**config.mk**
```make
export PLATFORM = sky130hd
export DESIGN_NAME = ticket_lock_unit
export DESIGN_NICKNAME = d
export VERILOG_FILES = /design/src/rtl/tlu_pkg.sv /design/src/rtl/tlu_stage.sv /design/src/rtl/tlu_lock_bank.sv /design/src/rtl/tlu_resp_reg.sv /design/src/rtl/ticket_lock_unit.sv
export SDC_FILE = /design/constraint.sdc
export NUM_CORES = 1
export LEC_CHECK = 0
export BUFFER_PORTS_ARGS = -buffer_cell sky130_fd_sc_hd__buf_4
export CAP_MARGIN = 10
export CELL_PAD_IN_SITES_DETAIL_PLACEMENT = 1
export CELL_PAD_IN_SITES_GLOBAL_PLACEMENT = 2
export CORE_ASPECT_RATIO = 0.75
export CORE_MARGIN = 3
export CORE_UTILIZATION = 38
export CTS_CLUSTER_DIAMETER = 60
export DETAILED_ROUTE_END_ITERATION = 6
export GPL_ROUTABILITY_DRIVEN = 1
export PLACE_DENSITY = 0.84
export SKIP_LAST_GASP = 1
export SLEW_MARGIN = 20
export SYNTH_ARGS = -nofsm -noshare
export SYNTH_HDL_FRONTEND = slang
export SYNTH_SLANG_ARGS = --single-unit
```
**constraint.sdc**
```tcl
create_clock -name clk_i -period 9.1 [get_ports clk_i]
set_input_delay 0.91 -clock clk_i [delete_from_list [all_inputs] [get_ports clk_i]]
set_output_delay 0.91 -clock clk_i [all_outputs]
set_load 0.01 [all_outputs]
```
**src/rtl/tlu_pkg.sv**
```systemverilog
package tlu_pkg;
  typedef enum logic [1:0] {
    OP_ACQ  = 2'd0,
    OP_REL  = 2'd1,
    OP_POLL = 2'd2,
    OP_RSV  = 2'd3
  } tlu_op_e;
endpackage

```
**src/rtl/tlu_stage.sv**
```systemverilog
// One port's operation applied to the running lock state.
module tlu_stage
  import tlu_pkg::*;
#(
  parameter int NUM_LOCKS = 4,
  parameter int TICKET_W  = 4,
  parameter int LOCK_W    = 2
) (
  input  logic [NUM_LOCKS-1:0][TICKET_W-1:0] next_i,
  input  logic [NUM_LOCKS-1:0][TICKET_W-1:0] serv_i,
  input  logic                               valid_i,
  input  logic [1:0]                         op_i,
  input  logic [LOCK_W-1:0]                  lock_i,
  input  logic [TICKET_W-1:0]                ticket_i,
  output logic [NUM_LOCKS-1:0][TICKET_W-1:0] next_o,
  output logic [NUM_LOCKS-1:0][TICKET_W-1:0] serv_o,
  output logic                               rsp_valid_o,
  output logic [TICKET_W-1:0]                rsp_ticket_o,
  output logic [TICKET_W-1:0]                rsp_ahead_o,
  output logic                               rsp_owned_o,
  output logic                               rsp_err_o
);
  logic [TICKET_W-1:0] nx, sv, outstanding;
  tlu_op_e op;

  assign op          = tlu_op_e'(op_i);
  assign nx          = next_i[lock_i];
  assign sv          = serv_i[lock_i];
  assign outstanding = nx - sv;

  always_comb begin
    next_o       = next_i;
    serv_o       = serv_i;
    rsp_valid_o  = 1'b0;
    rsp_ticket_o = '0;
    rsp_ahead_o  = '0;
    rsp_owned_o  = 1'b0;
    rsp_err_o    = 1'b0;
    if (valid_i) begin
      unique case (op)
        OP_ACQ: begin
          rsp_valid_o  = 1'b1;
          rsp_ticket_o = nx;
          rsp_ahead_o  = outstanding;
          if (&outstanding) begin
            rsp_err_o = 1'b1;  // one more would alias the serving count
          end else begin
            rsp_owned_o    = (outstanding == '0);
            next_o[lock_i] = nx + 1'b1;
          end
        end
        OP_REL: begin
          rsp_valid_o = 1'b1;
          if (outstanding == '0) begin
            rsp_err_o    = 1'b1;
            rsp_ticket_o = sv;
          end else begin
            serv_o[lock_i] = sv + 1'b1;
            rsp_ticket_o   = sv + 1'b1;
            rsp_ahead_o    = outstanding - 1'b1;
          end
        end
        OP_POLL: begin
          rsp_valid_o  = 1'b1;
          rsp_ticket_o = sv;
          rsp_ahead_o  = ticket_i - sv;
          rsp_owned_o  = (ticket_i == sv);
        end
        default: ;
      endcase
    end
  end
endmodule

```
**src/rtl/tlu_lock_bank.sv**
```systemverilog
module tlu_lock_bank #(
  parameter int NUM_PORTS = 3,
  parameter int NUM_LOCKS = 4,
  parameter int TICKET_W  = 4
) (
  input  logic                               clk_i,
  input  logic                               rst_ni,
  input  logic [NUM_LOCKS-1:0][TICKET_W-1:0] next_d,
  input  logic [NUM_LOCKS-1:0][TICKET_W-1:0] serv_d,
  output logic [NUM_LOCKS-1:0][TICKET_W-1:0] next_q,
  output logic [NUM_LOCKS-1:0][TICKET_W-1:0] serv_q
);
  always_ff @(posedge clk_i or negedge rst_ni) begin
    if (!rst_ni) begin
      next_q <= '0;
      serv_q <= '0;
    end else begin
      next_q <= next_d;
      serv_q <= serv_d;
    end
  end

  for (genvar l = 0; l < NUM_LOCKS; l++) begin : g_chk
    // dispense count only advances, at most one step per port
    a_r2_next_step: assert property (@(posedge clk_i) disable iff (!rst_ni)
      TICKET_W'(next_q[l] - $past(next_q[l])) <= TICKET_W'(NUM_PORTS));
    // serving count only advances, at most one step per port
    a_r4_serv_step: assert property (@(posedge clk_i) disable iff (!rst_ni)
      TICKET_W'(serv_q[l] - $past(serv_q[l])) <= TICKET_W'(NUM_PORTS));
  end
endmodule

```
**src/rtl/tlu_resp_reg.sv**
```systemverilog
module tlu_resp_reg #(
  parameter int NUM_PORTS = 3,
  parameter int TICKET_W  = 4
) (
  input  logic                               clk_i,
  input  logic                               rst_ni,
  input  logic [NUM_PORTS-1:0]               valid_d,
  input  logic [NUM_PORTS-1:0][TICKET_W-1:0] ticket_d,
  input  logic [NUM_PORTS-1:0][TICKET_W-1:0] ahead_d,
  input  logic [NUM_PORTS-1:0]               owned_d,
  input  logic [NUM_PORTS-1:0]               err_d,
  output logic [NUM_PORTS-1:0]               valid_q,
  output logic [NUM_PORTS-1:0][TICKET_W-1:0] ticket_q,
  output logic [NUM_PORTS-1:0][TICKET_W-1:0] ahead_q,
  output logic [NUM_PORTS-1:0]               owned_q,
  output logic [NUM_PORTS-1:0]               err_q
);
  always_ff @(posedge clk_i or negedge rst_ni) begin
    if (!rst_ni) begin
      valid_q  <= '0;
      ticket_q <= '0;
      ahead_q  <= '0;
      owned_q  <= '0;
      err_q    <= '0;
    end else begin
      valid_q  <= valid_d;
      ticket_q <= ticket_d;
      ahead_q  <= ahead_d;
      owned_q  <= owned_d;
      err_q    <= err_d;
    end
  end

  for (genvar p = 0; p < NUM_PORTS; p++) begin : g_chk
    // ownership means nobody is ahead
    a_r3_owned_ahead: assert property (@(posedge clk_i) disable iff (!rst_ni)
      (valid_q[p] && owned_q[p]) |-> (ahead_q[p] == '0));
  end
endmodule

```
**src/rtl/ticket_lock_unit.sv**
```systemverilog
module ticket_lock_unit #(
  parameter  int NUM_PORTS = 3,
  parameter  int NUM_LOCKS = 4,
  parameter  int TICKET_W  = 4,
  localparam int LOCK_W    = (NUM_LOCKS > 1) ? $clog2(NUM_LOCKS) : 1
) (
  input  logic                               clk_i,
  input  logic                               rst_ni,
  input  logic [NUM_PORTS-1:0]               req_valid_i,
  input  logic [NUM_PORTS-1:0][1:0]          req_op_i,
  input  logic [NUM_PORTS-1:0][LOCK_W-1:0]   req_lock_i,
  input  logic [NUM_PORTS-1:0][TICKET_W-1:0] req_ticket_i,
  output logic [NUM_PORTS-1:0]               resp_valid_o,
  output logic [NUM_PORTS-1:0][TICKET_W-1:0] resp_ticket_o,
  output logic [NUM_PORTS-1:0][TICKET_W-1:0] resp_ahead_o,
  output logic [NUM_PORTS-1:0]               resp_owned_o,
  output logic [NUM_PORTS-1:0]               resp_err_o
);
  logic [NUM_LOCKS-1:0][TICKET_W-1:0] next_q, serv_q;
  logic [NUM_LOCKS-1:0][TICKET_W-1:0] chain_next [NUM_PORTS+1];
  logic [NUM_LOCKS-1:0][TICKET_W-1:0] chain_serv [NUM_PORTS+1];
  logic [NUM_PORTS-1:0]               st_valid, st_owned, st_err;
  logic [NUM_PORTS-1:0][TICKET_W-1:0] st_ticket, st_ahead;

  assign chain_next[0] = next_q;
  assign chain_serv[0] = serv_q;

  // Fixed priority: port p sees the state left by ports 0..p-1.
  for (genvar p = 0; p < NUM_PORTS; p++) begin : g_port
    tlu_stage #(
      .NUM_LOCKS(NUM_LOCKS),
      .TICKET_W (TICKET_W),
      .LOCK_W   (LOCK_W)
    ) i_stage (
      .next_i      (chain_next[p]),
      .serv_i      (chain_serv[p]),
      .valid_i     (req_valid_i[p]),
      .op_i        (req_op_i[p]),
      .lock_i      (req_lock_i[p]),
      .ticket_i    (req_ticket_i[p]),
      .next_o      (chain_next[p+1]),
      .serv_o      (chain_serv[p+1]),
      .rsp_valid_o (st_valid[p]),
      .rsp_ticket_o(st_ticket[p]),
      .rsp_ahead_o (st_ahead[p]),
      .rsp_owned_o (st_owned[p]),
      .rsp_err_o   (st_err[p])
    );

    // one-cycle response for every real operation, none otherwise
    a_r10_resp_latency: assert property (@(posedge clk_i) disable iff (!rst_ni)
      (req_valid_i[p] && (req_op_i[p] != 2'b11)) |=> resp_valid_o[p]);
    a_r10_no_spurious: assert property (@(posedge clk_i) disable iff (!rst_ni)
      !(req_valid_i[p] && (req_op_i[p] != 2'b11)) |=> !resp_valid_o[p]);
  end

  tlu_lock_bank #(
    .NUM_PORTS(NUM_PORTS),
    .NUM_LOCKS(NUM_LOCKS),
    .TICKET_W (TICKET_W)
  ) i_bank (
    .clk_i (clk_i),
    .rst_ni(rst_ni),
    .next_d(chain_next[NUM_PORTS]),
    .serv_d(chain_serv[NUM_PORTS]),
    .next_q(next_q),
    .serv_q(serv_q)
  );

  tlu_resp_reg #(
    .NUM_PORTS(NUM_PORTS),
    .TICKET_W (TICKET_W)
  ) i_resp (
    .clk_i   (clk_i),
    .rst_ni  (rst_ni),
    .valid_d (st_valid),
    .ticket_d(st_ticket),
    .ahead_d (st_ahead),
    .owned_d (st_owned),
    .err_d   (st_err),
    .valid_q (resp_valid_o),
    .ticket_q(resp_ticket_o),
    .ahead_q (resp_ahead_o),
    .owned_q (resp_owned_o),
    .err_q   (resp_err_o)
  );

  // idle cycles leave every counter alone
  a_r10_idle_stable: assert property (@(posedge clk_i) disable iff (!rst_ni)
    !(|req_valid_i) |=> ($stable(next_q) && $stable(serv_q)));
endmodule

```
# == Word-level counts from Yosys, hierarchy flattened ==
# Cells that the tools add are included.
# W data, S select, Z words.
# op_classes
n_addsub,15
order_cmp,6
eq_ne,9
mux,87
reduce_logical,15
# op_table
op,count
$mux W16,18
$bwmux W16,6
$mux W4,21
$pmux W4 S3,6
$bmux W4 S2,6
$add A4 B1 Y4 const B,6
$demux W4 S2,3
$sub A4 B4 Y4,6
$mux W1,21
$eq A4 B4 Y1,3
$logic_not A4 Y1,3
$pmux W1 S2,6
$reduce_and A4 Y1,3
$sub A4 B1 Y4 const B,3
$lt A2 B3 Y1 const B,3
$reduce_or A3 Y1,3
$eq A2 B1 Y1 const B,3
$eq A2 B2 Y1 const B,3
$ge A2 B1 Y1 const B,3
$logic_not A2 Y1,3
$logic_and A1 B1 Y1,3
# totals
register_bits,65
output_inout_bits,33
word_cells,149

# == Logic depth before layout (Yosys ltp) ==
# Gate-level depths: netlist of run 1.
# depth
word_depth,22
depth_mapped,37

# == Cells and area by module ==
# From an unflattened synthesis of run 1, not the netlist that was laid out.
# unflattened
cells_unflattened,528
hier_area_um2,5690.5
# modules_own_cells
mod,instances,cells_each,area_each_um2,seq_area_each_um2
tlu_stage at g_port[0].i_stage,1,157,1396.3,0.0
tlu_stage at g_port[2].i_stage,1,157,1395.1,0.0
tlu_stage at g_port[1].i_stage,1,149,1272.5,0.0
tlu_resp_reg,1,33,825.8,825.8
tlu_lock_bank,1,32,800.8,800.8

# == Worst setup path after synthesis of run 1 ==
# No wires, ideal clock.
# synth_path
kind,input to register
start,input req_lock_i[1] (netlist bit)
end,register i_bank.next_q[0] (netlist bit)
setup_ns,0.080
arrival_ns,8.680
required_ns,9.020
slack_ns,0.340
path_stages,34
path_buffers,4
cell_sequence,buf_2 -> clkbuf_1 -> mux2i_1 -> nand2_1 -> o21ai_1 -> ha_1 -> fa_1 -> xor2_1 -> nand3_1 -> or3b_1 -> buf_6 -> and4b_1 -> buf_6 -> xnor2_1 -> mux2_2 -> o21ai_0 -> ha_1 -> inv_1 -> ha_1 -> a21o_1 -> xnor2_1 -> nor2_1 -> a21oi_2 -> mux2i_1 -> a22o_1 -> a211oi_1 -> ha_1 -> a21o_1 -> a21oi_1 -> xnor2_1 -> xor2_1 -> or4_4 -> nand4_4 -> mux2i_1
# synth_rtl
element,line,source
start: declaration,ticket_lock_unit.sv:11,"input logic [NUM_PORTS-1:0][LOCK_W-1:0] req_lock_i,"
end signal: assignment,tlu_lock_bank.sv:18,next_q <= next_d;
end: declaration,tlu_lock_bank.sv:10,"output logic [NUM_LOCKS-1:0][TICKET_W-1:0] next_q,"

==> impl_metrics.py, run 1 <==
metrics = {
    "outcome": {
        "outcome": "finished clean",
    },
    "clock_tree": {
        "htree_levels": 3,
        "root_buffer": "clkbuf_16",
        "insertion_delay_ps": 350,
        "hold_buffers": 0,
        "cts_buffers": 9,
        "cts_buffer_depth": 2,
        "cts_tree": "yes",
        "cts.reportedPaths.clkPinSlew_ps": 60,
        "clkSinkCount": 65,
    },
    "placed_design": {
        "port_buffers": 61,
        "place_inst": 964,
        "gp_congestion": 0.971,
        "place_ws_ps": -314,
        "hpwl_um": 17600,
        "placed_cell_area_mm2": 0.00709,
    },
    "timing": {
        "maxSlewHeadroom": 0.318,
        "maxSlewViolCount": 0,
        "finClkSkew_ps": 7.10,
        "fin_crit_sh": 0.956,
        "setup_violations": 0,
        "hold_viol": 0,
        "fin_setup_tns_ps": 0,
        "fmax_mhz": 115,
        "timing.final.ws_setup_ps": 401,
        "period_needed_ps": 8700,
        "tightest_slew_ps": 1020,
    },
    "setup_path": {
        "startpoint_type": "input pin",
        "crit_type": "in2reg",
        "crit_path_end_kind": "flop",
        "path_delay_family": "compound AO/OA/AOI/OAI gates",
        "worstPathMaxFanout": 19,
        "cpMostUsedCell": "inv_1",
        "crit_path_top_delay_cell": "mux4_2",
        "critPathRequiredTime_ps": 9360,
        "crit_start": "req_lock_i[0]",
        "cpPeakStageDelay_ps": 670,
        "crit_buf_inv": 6,
        "regToRegStartpoint": "i_bank.serv_q[12]",
        "arrival_ps": 8960,
    },
    "pwr": {
        "internal_power_mw": 1.65,
        "switching_power_mw": 1.58,
        "worst_ir_drop_vdd_v": 0.000173,
        "p_leak_nw": 3.44,
        "power.share.combinational": 0.722,
        "seq_power_share": 0.149,
        "finalPower_mw": 3.23,
        "p_per_area_mw_per_mm2": 431,
        "clkPwrFrac": 0.129,
        "switching_share": 0.489,
    },
    "layout": {
        "layout_commonest_cell": "buf_4",
        "diodes": 0,
        "stdcell_count": 982,
        "nets": 829,
        "area_delta_synth_final_pct": 23.7,
        "final_cell_mix": "128 x buf_4, 65 x dfrtp_1, 63 x mux2i_1",
        "drive_gt1_frac": 0.264,
        "final_area_mm2": 0.00749,
    },
    "detailed_routing": {
        "first_iter_violations": 464,
        "postRouteAntennaNets": 0,
        "wire_per_inst_um": 22.8,
        "vias_per_cell": 5.78,
        "vias": 5674,
        "routed_wl_um": 22400,
        "dr.pass1.iters": 5,
        "drc": 0,
    },
    "global_route": {
        "grt_usage": 0.264,
        "grt_pass1_wl_um": 35200,
        "grt_pass1_vias": 5859,
        "overflow": 0,
        "grt_max_degree": 66,
        "antenna_found_initial": 0,
    },
    "run": {
        "max_cap_violations": 0,
    },
    "logic_synthesis": {
        "ys.flop_type": "dfrtp_1",
        "postSynthCellCount": 664,
        "synth-edff-count": 0,
        "yosysTopAreaCell": "dfrtp_1",
        "synth_top_area_frac": 0.269,
        "synth_cell_types": 75,
        "syn-mean-instance-area_um2": 9.11,
        "ys_seq_area_frac": 0.269,
        "async_flop_share": 1.00,
        "yosysWarnings": 0,
        "synth_fp_nets": 721,
        "synth.ff_latch_count": 65,
        "synth.area.top_cells": "dfrtp_1 27%, mux2i_1 10%, xnor2_1 5.1%, ha_1 5.0%, mux4_2 4.1%",
        "synth_area_mm2": 0.00605,
    },
    "floorplanning": {
        "pin_count": 62,
        "die_w_um": 152,
        "dieArea_mm2": 0.0175,
        "row_count": 39,
        "core-area_mm2": 0.0154,
        "dieHeight_um": 115,
        "initial_core_util": 0.392,
    },
    "hold_path": {
        "hold_path.class": "in2async",
    },
}
## timing repair
| item | in CTS | in global routing |
|---|---|---|
| pin swaps | 0 | 2 |
| gates cloned | 0 | 0 |
| endpoints found under the setup margin | 9 | 42 |
| setup buffers | 0 | 2 |
| gates resized for setup | 1 | 6 |
## synth_stat cells (6+ instances only)
master,number
a211oi_1,8
a21o_1,6
a21oi_1,36
and2_1,12
and3_1,6
buf_1,6
clkbuf_1,17
dfrtp_1,65
ha_1,24
inv_1,37
mux2_2,21
mux2i_1,63
mux4_2,11
nand2_1,54
nand2b_1,6
nand3_1,21
nor2_1,52
nor2b_1,15
nor3_1,6
o21ai_0,30
o22ai_1,11
xnor2_1,35
xor2_1,19
## sequential cells by signal, summed over array words and instances (netlist names)
name	count
i_bank.next_q	16
i_bank.serv_q	16
i_resp.ahead_q	12
i_resp.err_q	3
i_resp.owned_q	3
i_resp.ticket_q	12
i_resp.valid_q	3
## power by group through the flow
| stage | clock [mW] | sequential [mW] | combinational, mW |
|---|---|---|---|
| 2_1_floorplan | 0 | 0.464 | 1.37 |
| 3_3_place_gp | 0 | 0.483 | 2.16 |
| 3_5_place_dp | 0 | 0.485 | 2.21 |
| 4_1_cts | 0.420 | 0.480 | 2.24 |
| 5_1_grt | 0.434 | 0.492 | 2.53 |
| 6_report | 0.416 | 0.482 | 2.33 |
## area by class of cell
| cell class | count | area, um2 |
|---|---|---|
| inverters | 38 | 148 |
| multi-input cells | 530 | 4150 |
| well taps | 205 | 256 |
| clock inverters | 6 | 115 |
| clock buffers | 10 | 229 |
| repair buffers | 128 | 961 |
| fillers | 1807 | 7930 |
| flip-flops and latches | 65 | 1630 |
## per-stage QoR
stage | hold WS [ps] | util
after CTS | 725 | 0.483
after global placement | 782 | 0.460
after detailed placement | 789 | 0.460
after global routing | 764 | 0.485
final | 701 | 0.485
after floorplan | 614 | -
## worst paths after layout
check	end	cells past startpoint	slack [ps]
min in group clk_i	i_bank.serv_q[11]	3	830
min reg2reg	i_bank.serv_q[11]	3	830
min	i_bank.serv_q[6]	1	700
max reg2reg	i_bank.next_q[7]	30	870
max in group asynchronous	i_resp.valid_q[2]	1	7820
max	i_bank.next_q[7]	32	400
## layer usage
layer / up-vias / track usage / share of wire
met1: 2883 / 0.410 / 0.50
met2: 178 / 0.383 / 0.42
met4: 0 / 0.0479 / 0.0093
met5: - / 0 / 0
met3: 18 / 0.0508 / 0.064
li1: 2595 / - / -
## kinds of logic after synthesis
group,Yosys count,share of synthesized area
and+or+nand+nor,208,0.186
DFF,65,0.269
adders and majority gates,28,0.0629
AOI/OAI and AO/OA,138,0.151
buffers and inverters,69,0.0505
xor gates and xnor gates,56,0.0873
muxes,100,0.194
Power figures use the tool's default switching activity.
==> run 2: changes to the inputs <==
--- a/config.mk
+++ b/config.mk
@@ -5,17 +5,18 @@
 export SDC_FILE = /design/constraint.sdc
 export NUM_CORES = 1
 export LEC_CHECK = 0
+export ABC_AREA = 1
 export BUFFER_PORTS_ARGS = -buffer_cell sky130_fd_sc_hd__buf_4
 export CAP_MARGIN = 10
 export CELL_PAD_IN_SITES_DETAIL_PLACEMENT = 1
 export CELL_PAD_IN_SITES_GLOBAL_PLACEMENT = 2
 export CORE_ASPECT_RATIO = 0.75
 export CORE_MARGIN = 3
-export CORE_UTILIZATION = 38
+export CORE_UTILIZATION = 36
 export CTS_CLUSTER_DIAMETER = 60
 export DETAILED_ROUTE_END_ITERATION = 6
 export GPL_ROUTABILITY_DRIVEN = 1
-export PLACE_DENSITY = 0.84
+export PLACE_DENSITY = 0.88
 export SKIP_LAST_GASP = 1
 export SLEW_MARGIN = 20
 export SYNTH_ARGS = -nofsm -noshare
==> constraint.sdc (replaced) <==
create_clock -name clk_i -period 10.7 [get_ports clk_i]
set_input_delay 1.07 -clock clk_i [delete_from_list [all_inputs] [get_ports clk_i]]
set_output_delay 1.07 -clock clk_i [all_outputs]
set_load 0.01 [all_outputs]
==> impl_metrics.py, run 2 <==
metrics = {
    "outcome": {
        "outcome": "finished clean",
    },
    "setup_path": {
        "cpMostUsedCell": "inv_1",
        "cpPeakStageDelay_ps": 500,
        "crit_path_end_kind": "flop",
        "crit_path_top_delay_cell": "nor2_1",
        "reg2reg_depth": 43,
        "arrival_ps": 9330,
        "crit_type": "in2reg",
        "startpoint_type": "input pin",
        "worstPathMaxFanout": 21,
        "critPathRequiredTime_ps": 10940,
    },
    "global_route": {
        "grt_max_degree": 66,
        "grt_pass1_wl_um": 37100,
        "overflow": 0,
        "grt_usage": 0.259,
        "grt_pass1_vias": 6442,
        "antenna_found_initial": 0,
    },
    "timing": {
        "hold_ws_ps": 843,
        "rsz0062_at_grt": "false",
        "setup_violations": 0,
        "fin_setup_tns_ps": 0,
        "maxSlewHeadroom": 0.309,
        "maxSlewViolCount": 0,
        "hold_viol": 0,
        "period_needed_ps": 9080,
        "tightest_slew_ps": 1030,
        "finClkSkew_ps": 8.94,
        "fin_crit_sh": 0.849,
        "fmax_mhz": 110,
    },
    "floorplanning": {
        "dieHeight_um": 119,
        "die_w_um": 156,
        "initial_core_util": 0.373,
        "core-area_mm2": 0.0163,
        "dieArea_mm2": 0.0185,
        "pin_count": 62,
        "row_count": 40,
    },
    "clock_tree": {
        "insertion_delay_ps": 350,
        "post-cts-setup-buffers": 0,
        "htree_levels": 3,
        "clkSinkCount": 65,
        "cts_resized": 0,
        "hold_buffers": 0,
        "cts_buffer_depth": 2,
        "cts_tree": "yes",
        "cts_buffers": 9,
        "cts.reportedPaths.clkPinSlew_ps": 60,
        "root_buffer": "clkbuf_16",
    },
    "layout": {
        "diodes": 0,
        "drive_gt1_frac": 0.175,
        "top_regs": "i_bank.next_q (16), i_bank.serv_q (16)",
        "layout_commonest_cell": "nand2_1",
        "final_cell_mix": "277 x nand2_1, 106 x inv_1, 68 x nand3_1",
        "area_delta_synth_final_pct": 15.6,
        "stdcell_count": 1182,
        "nets": 1024,
    },
    "logic_synthesis": {
        "synth_fa_ha_area_frac": 0.0624,
        "synth.area.top_cells": "dfrtp_1 27%, nand2_1 17%, inv_1 6.5%, nand3_1 5.6%, ha_1 4.9%",
        "synth_cell_types": 48,
        "synth_fp_nets": 961,
        "syn-mean-instance-area_um2": 6.74,
        "synth.ff_latch_count": 65,
        "synth_area_mm2": 0.00609,
        "synthSimpleGateAreaFrac": 0.419,
        "ys_seq_area_frac": 0.267,
        "synth_xor_area_frac": 0.0257,
        "yosysTopAreaCell": "dfrtp_1",
        "ys.flop_type": "dfrtp_1",
        "synth-edff-count": 0,
        "yosysWarnings": 0,
        "yosysMostFrequentCell": "nand2_1",
        "synth-compound-area-share": 0.139,
        "async_flop_share": 1.00,
        "postSynthCellCount": 904,
        "muxShareOfSynthArea": 0,
        "synth_top_family_by_area": "simple AND/OR/NAND/NOR gates",
        "synth_top_area_frac": 0.267,
        "synth_common_cells": "277 x nand2_1, 106 x inv_1, 68 x nand3_1",
    },
    "pwr": {
        "switching_share": 0.541,
        "clkPwrFrac": 0.148,
        "p_per_area_mw_per_mm2": 279,
        "internal_power_mw": 0.901,
        "seq_power_share": 0.210,
        "finalPower_mw": 1.96,
        "p_leak_nw": 3.70,
        "worst_ir_drop_vdd_v": 0.0000884,
        "power.share.combinational": 0.641,
        "switching_power_mw": 1.06,
    },
    "detailed_routing": {
        "vias_per_cell": 5.47,
        "vias": 6460,
        "wire_per_inst_um": 20.1,
        "dr.pass1.iters": 5,
        "first_iter_violations": 513,
        "postRouteAntennaNets": 0,
        "routed_wl_um": 23800,
        "drc": 0,
    },
    "placed_design": {
        "place_inst": 1166,
        "hpwl_um": 19300,
        "gp_congestion": 0.906,
        "port_buffers": 61,
    },
    "run": {
        "max_cap_violations": 0,
    },
    "hold_path": {
        "hold_path.class": "in2async",
    },
}
[run 2: cell count changes after synthesis, sizes merged, moves of 28 or more]
cell	delta
nand2	+254
inv	+80
nand3	+65
mux2i	-63
o21ai	+32
xnor2	-31
nor2	+28
[run 2: logic make-up after synthesis]
group | after synthesis
AOI/OAI and AO/OA | 145
buffers and inverters | 130
DFF | 65
xor gates and xnor gates | 17
adders and majority gates | 28
and+or+nand+nor | 519
[run 2: metal layers]
metal	global-route usage	up-vias	share of wire
met2	0.354	202	0.40
met3	0.0805	15	0.089
met5	0	-	0
met1	0.399	3137	0.51
met4	0.0454	0	0.0072
li1	-	3106	-
[run 2: area by class of cell]
type,count,area (um2)
Clock buffer,11,253
Clock inverter,5,30.0
Fill cell,2169,9270
Inverter,120,465
Multi-Input combinational cell,709,3940
Sequential cell,65,1630
Tap cell,210,263
Timing Repair Buffer,62,465
[run 2: path summary, 6_finish.rpt]
check,start,slack [ps],to
max,req_lock_i[0],1620,i_bank.serv_q[3]
min,rst_ni,840,i_resp.ahead_q[5]
max reg2reg,i_bank.serv_q[12],2430,i_bank.serv_q[3]
min reg2reg,i_bank.next_q[9],890,i_resp.ticket_q[1]
max in group asynchronous,rst_ni,9280,i_resp.ahead_q[9]
min in group clk_i,i_bank.next_q[9],890,i_resp.ticket_q[1]
[run 2: metrics by stage]
| step | util | cell area (um2) | setup slack (ps) |
|---|---|---|---|
| floorplan | - | 6090 | 3530 |
| global placement | 0.414 | 6760 | 1550 |
| detailed placement | 0.414 | 6760 | 1450 |
| CTS | 0.432 | 7040 | 1760 |
| global route | 0.432 | 7040 | 934 |
| finish | 0.432 | 7040 | 1620 |
[run 2: power by group through the flow]
stage                     registers, mW  clock network (mW)  logic [mW]
after floorplan                   0.382                   0       0.857
after global placement            0.409                   0        1.21
after detailed placement          0.410                   0        1.23
after CTS                         0.406               0.297        1.24
after global routing              0.416               0.308        1.40
final                             0.413               0.291        1.26
[run 2: worst max-delay path: cells and delay by family]
family | cells | cell delay [ps]
simple gates | 21 | 3870
fa+ha+maj | 5 | 1600
compound gates | 7 | 1360
buf+inv | 9 | 1040
xor+xnor | 1 | 310
==> run 3: changes to the inputs <==
--- a/config.mk
+++ b/config.mk
@@ -12,11 +12,11 @@
 export CELL_PAD_IN_SITES_GLOBAL_PLACEMENT = 2
 export CORE_ASPECT_RATIO = 0.75
 export CORE_MARGIN = 3
-export CORE_UTILIZATION = 36
+export CORE_UTILIZATION = 34
 export CTS_CLUSTER_DIAMETER = 60
 export DETAILED_ROUTE_END_ITERATION = 6
 export GPL_ROUTABILITY_DRIVEN = 1
-export PLACE_DENSITY = 0.88
+export PLACE_DENSITY = 0.84
 export SKIP_LAST_GASP = 1
 export SLEW_MARGIN = 20
 export SYNTH_ARGS = -nofsm -noshare
==> constraint.sdc (replaced) <==
create_clock -name clk_i -period 9.1 [get_ports clk_i]
set_input_delay 0.91 -clock clk_i [delete_from_list [all_inputs] [get_ports clk_i]]
set_output_delay 0.91 -clock clk_i [all_outputs]
set_load 0.01 [all_outputs]
==> impl_metrics.py, run 3 (same netlist as run 2, synthesis figures left out) <==
metrics = {
    "setup_path": {
        "reg2reg_depth": 41,
        "cpMostUsedCell": "inv_1",
        "startpoint_type": "input pin",
        "worstPathMaxFanout": 21,
        "crit_type": "in2reg",
        "critPathRequiredTime_ps": 9340,
        "crit_path_top_delay_cell": "o21ai_0",
        "crit_path_end_kind": "flop",
        "cpPeakStageDelay_ps": 440,
        "arrival_ps": 8600,
    },
    "global_route": {
        "grt_pass1_wl_um": 35400,
        "overflow": 0,
        "grt_max_degree": 66,
        "grt_pass1_vias": 6041,
        "antenna_found_initial": 0,
        "grt_usage": 0.238,
    },
    "outcome": {
        "outcome": "finished clean",
    },
    "layout": {
        "area_delta_synth_final_pct": 17.8,
        "seq_area_mm2": 0.00163,
        "layout_commonest_cell": "nand2_1",
        "fillers": 2219,
        "top_regs": "i_bank.next_q (16), i_bank.serv_q (16)",
        "diodes": 0,
        "final_cell_mix": "277 x nand2_1, 106 x inv_1, 71 x buf_4",
        "drive_gt1_frac": 0.182,
        "multi_input_area_mm2": 0.00394,
        "final_area_mm2": 0.00718,
        "utilization": 0.418,
        "nets": 1033,
    },
    "timing": {
        "maxSlewHeadroom": 0.425,
        "finClkSkew_ps": 10.2,
        "fmax_mhz": 120,
        "period_needed_ps": 8360,
        "fin_crit_sh": 0.919,
        "fin_setup_tns_ps": 0,
        "setup_violations": 0,
        "maxSlewViolCount": 0,
        "hold_viol": 0,
        "tightest_slew_ps": 863,
        "rsz0062_at_grt": "false",
        "timing.final.ws_setup_ps": 736,
    },
    "clock_tree": {
        "clkSinkCount": 65,
        "cts.reportedPaths.clkPinSlew_ps": 60,
        "root_buffer": "clkbuf_16",
        "insertion_delay_ps": 350,
        "htree_levels": 3,
        "cts_buffers": 9,
        "cts_tree": "yes",
        "cts_buffer_depth": 2,
        "post-cts-setup-buffers": 0,
        "hold_buffers": 0,
        "cts_resized": 0,
    },
    "placed_design": {
        "hpwl_um": 18900,
        "port_buffers": 61,
        "placed_cell_area_mm2": 0.00686,
        "place_ws_ps": 575,
        "gp_congestion": 0.948,
    },
    "run": {
        "max_cap_violations": 0,
    },
    "hold_path": {
        "hold_path.class": "in2async",
    },
    "detailed_routing": {
        "drc": 0,
        "dr.pass1.iters": 5,
        "vias": 6273,
        "vias_per_cell": 5.15,
        "postRouteAntennaNets": 0,
        "routed_wl_um": 22900,
        "wire_per_inst_um": 18.8,
        "first_iter_violations": 412,
    },
    "pwr": {
        "seq_power_share": 0.205,
        "switching_power_mw": 1.22,
        "switching_share": 0.523,
        "finalPower_mw": 2.34,
        "worst_ir_drop_vdd_v": 0.000109,
        "clkPwrFrac": 0.161,
        "power.share.combinational": 0.634,
        "p_leak_nw": 3.76,
        "p_per_area_mw_per_mm2": 326,
        "internal_power_mw": 1.12,
    },
    "floorplanning": {
        "row_count": 41,
        "dieHeight_um": 122,
        "initial_core_util": 0.354,
        "core-area_mm2": 0.0172,
        "dieArea_mm2": 0.0196,
        "die_w_um": 161,
        "pin_count": 62,
    },
}
==> run 3: changes by cell type in the layout (fill, tap and decap cells not counted) <==
cell / previous run / this run
buf_4: 62 / 71
bufinv_16: 0 / 1
clkbuf_8: 2 / 3
clkinv_2: 3 / 1
==> run 3: area by class of cell <==
type | instances | area share
clock inverters | 4 | 0.00697
clock buffers | 12 | 0.0371
flip-flops and latches | 65 | 0.227
well taps | 236 | 0.0412
multi-input cells | 709 | 0.549
inverters | 120 | 0.0649
repair buffers | 71 | 0.0743
==> run 3: power by group through the flow <==
stage	clock (mW)	sequential, mW	combinational (mW)
after floorplan	0	0.449	1.01
after global placement	0	0.480	1.46
after detailed placement	0	0.479	1.46
after CTS	0.384	0.475	1.47
after global routing	0.397	0.486	1.65
final	0.376	0.480	1.48
==> run 3: worst paths after layout <==
check	end	slack, ps	startpoint
worst max-delay path	i_bank.serv_q[5]	740	req_lock_i[0]
worst min-delay path	i_resp.err_q[1]	680	rst_ni
worst max register to register	i_bank.serv_q[5]	1450	i_bank.next_q[4]
worst min register to register	i_resp.ticket_q[2]	870	i_bank.next_q[6]
max in group asynchronous	i_resp.ahead_q[9]	7860	rst_ni
min in group clk_i	i_resp.valid_q[0]	760	req_op_i[1]
==> run 3: metal layers <==
layer,track usage,vias up,wire length [um]
li1,-,3117,-
met5,0,-,0
met2,0.334,159,9020
met1,0.362,2984,11900
met4,0.0352,0,144
met3,0.0744,13,1840
==> run 3: critical path: cells and delay by family <==
family | cells | cell delay, ps
compound gates | 5 | 1180
xor+xnor | 1 | 310
fa+ha+maj | 5 | 1560
buf+inv | 10 | 1100
simple gates | 22 | 3550
==> run 3: through the flow <==
step | hold WS (ps) | cells
2_1_floorplan | 614 | 904
3_3_place_gp | 858 | 1201
3_5_place_dp | 847 | 1201
4_1_cts | 723 | 1217
5_1_grt | 756 | 1217
6_report | 678 | 1217
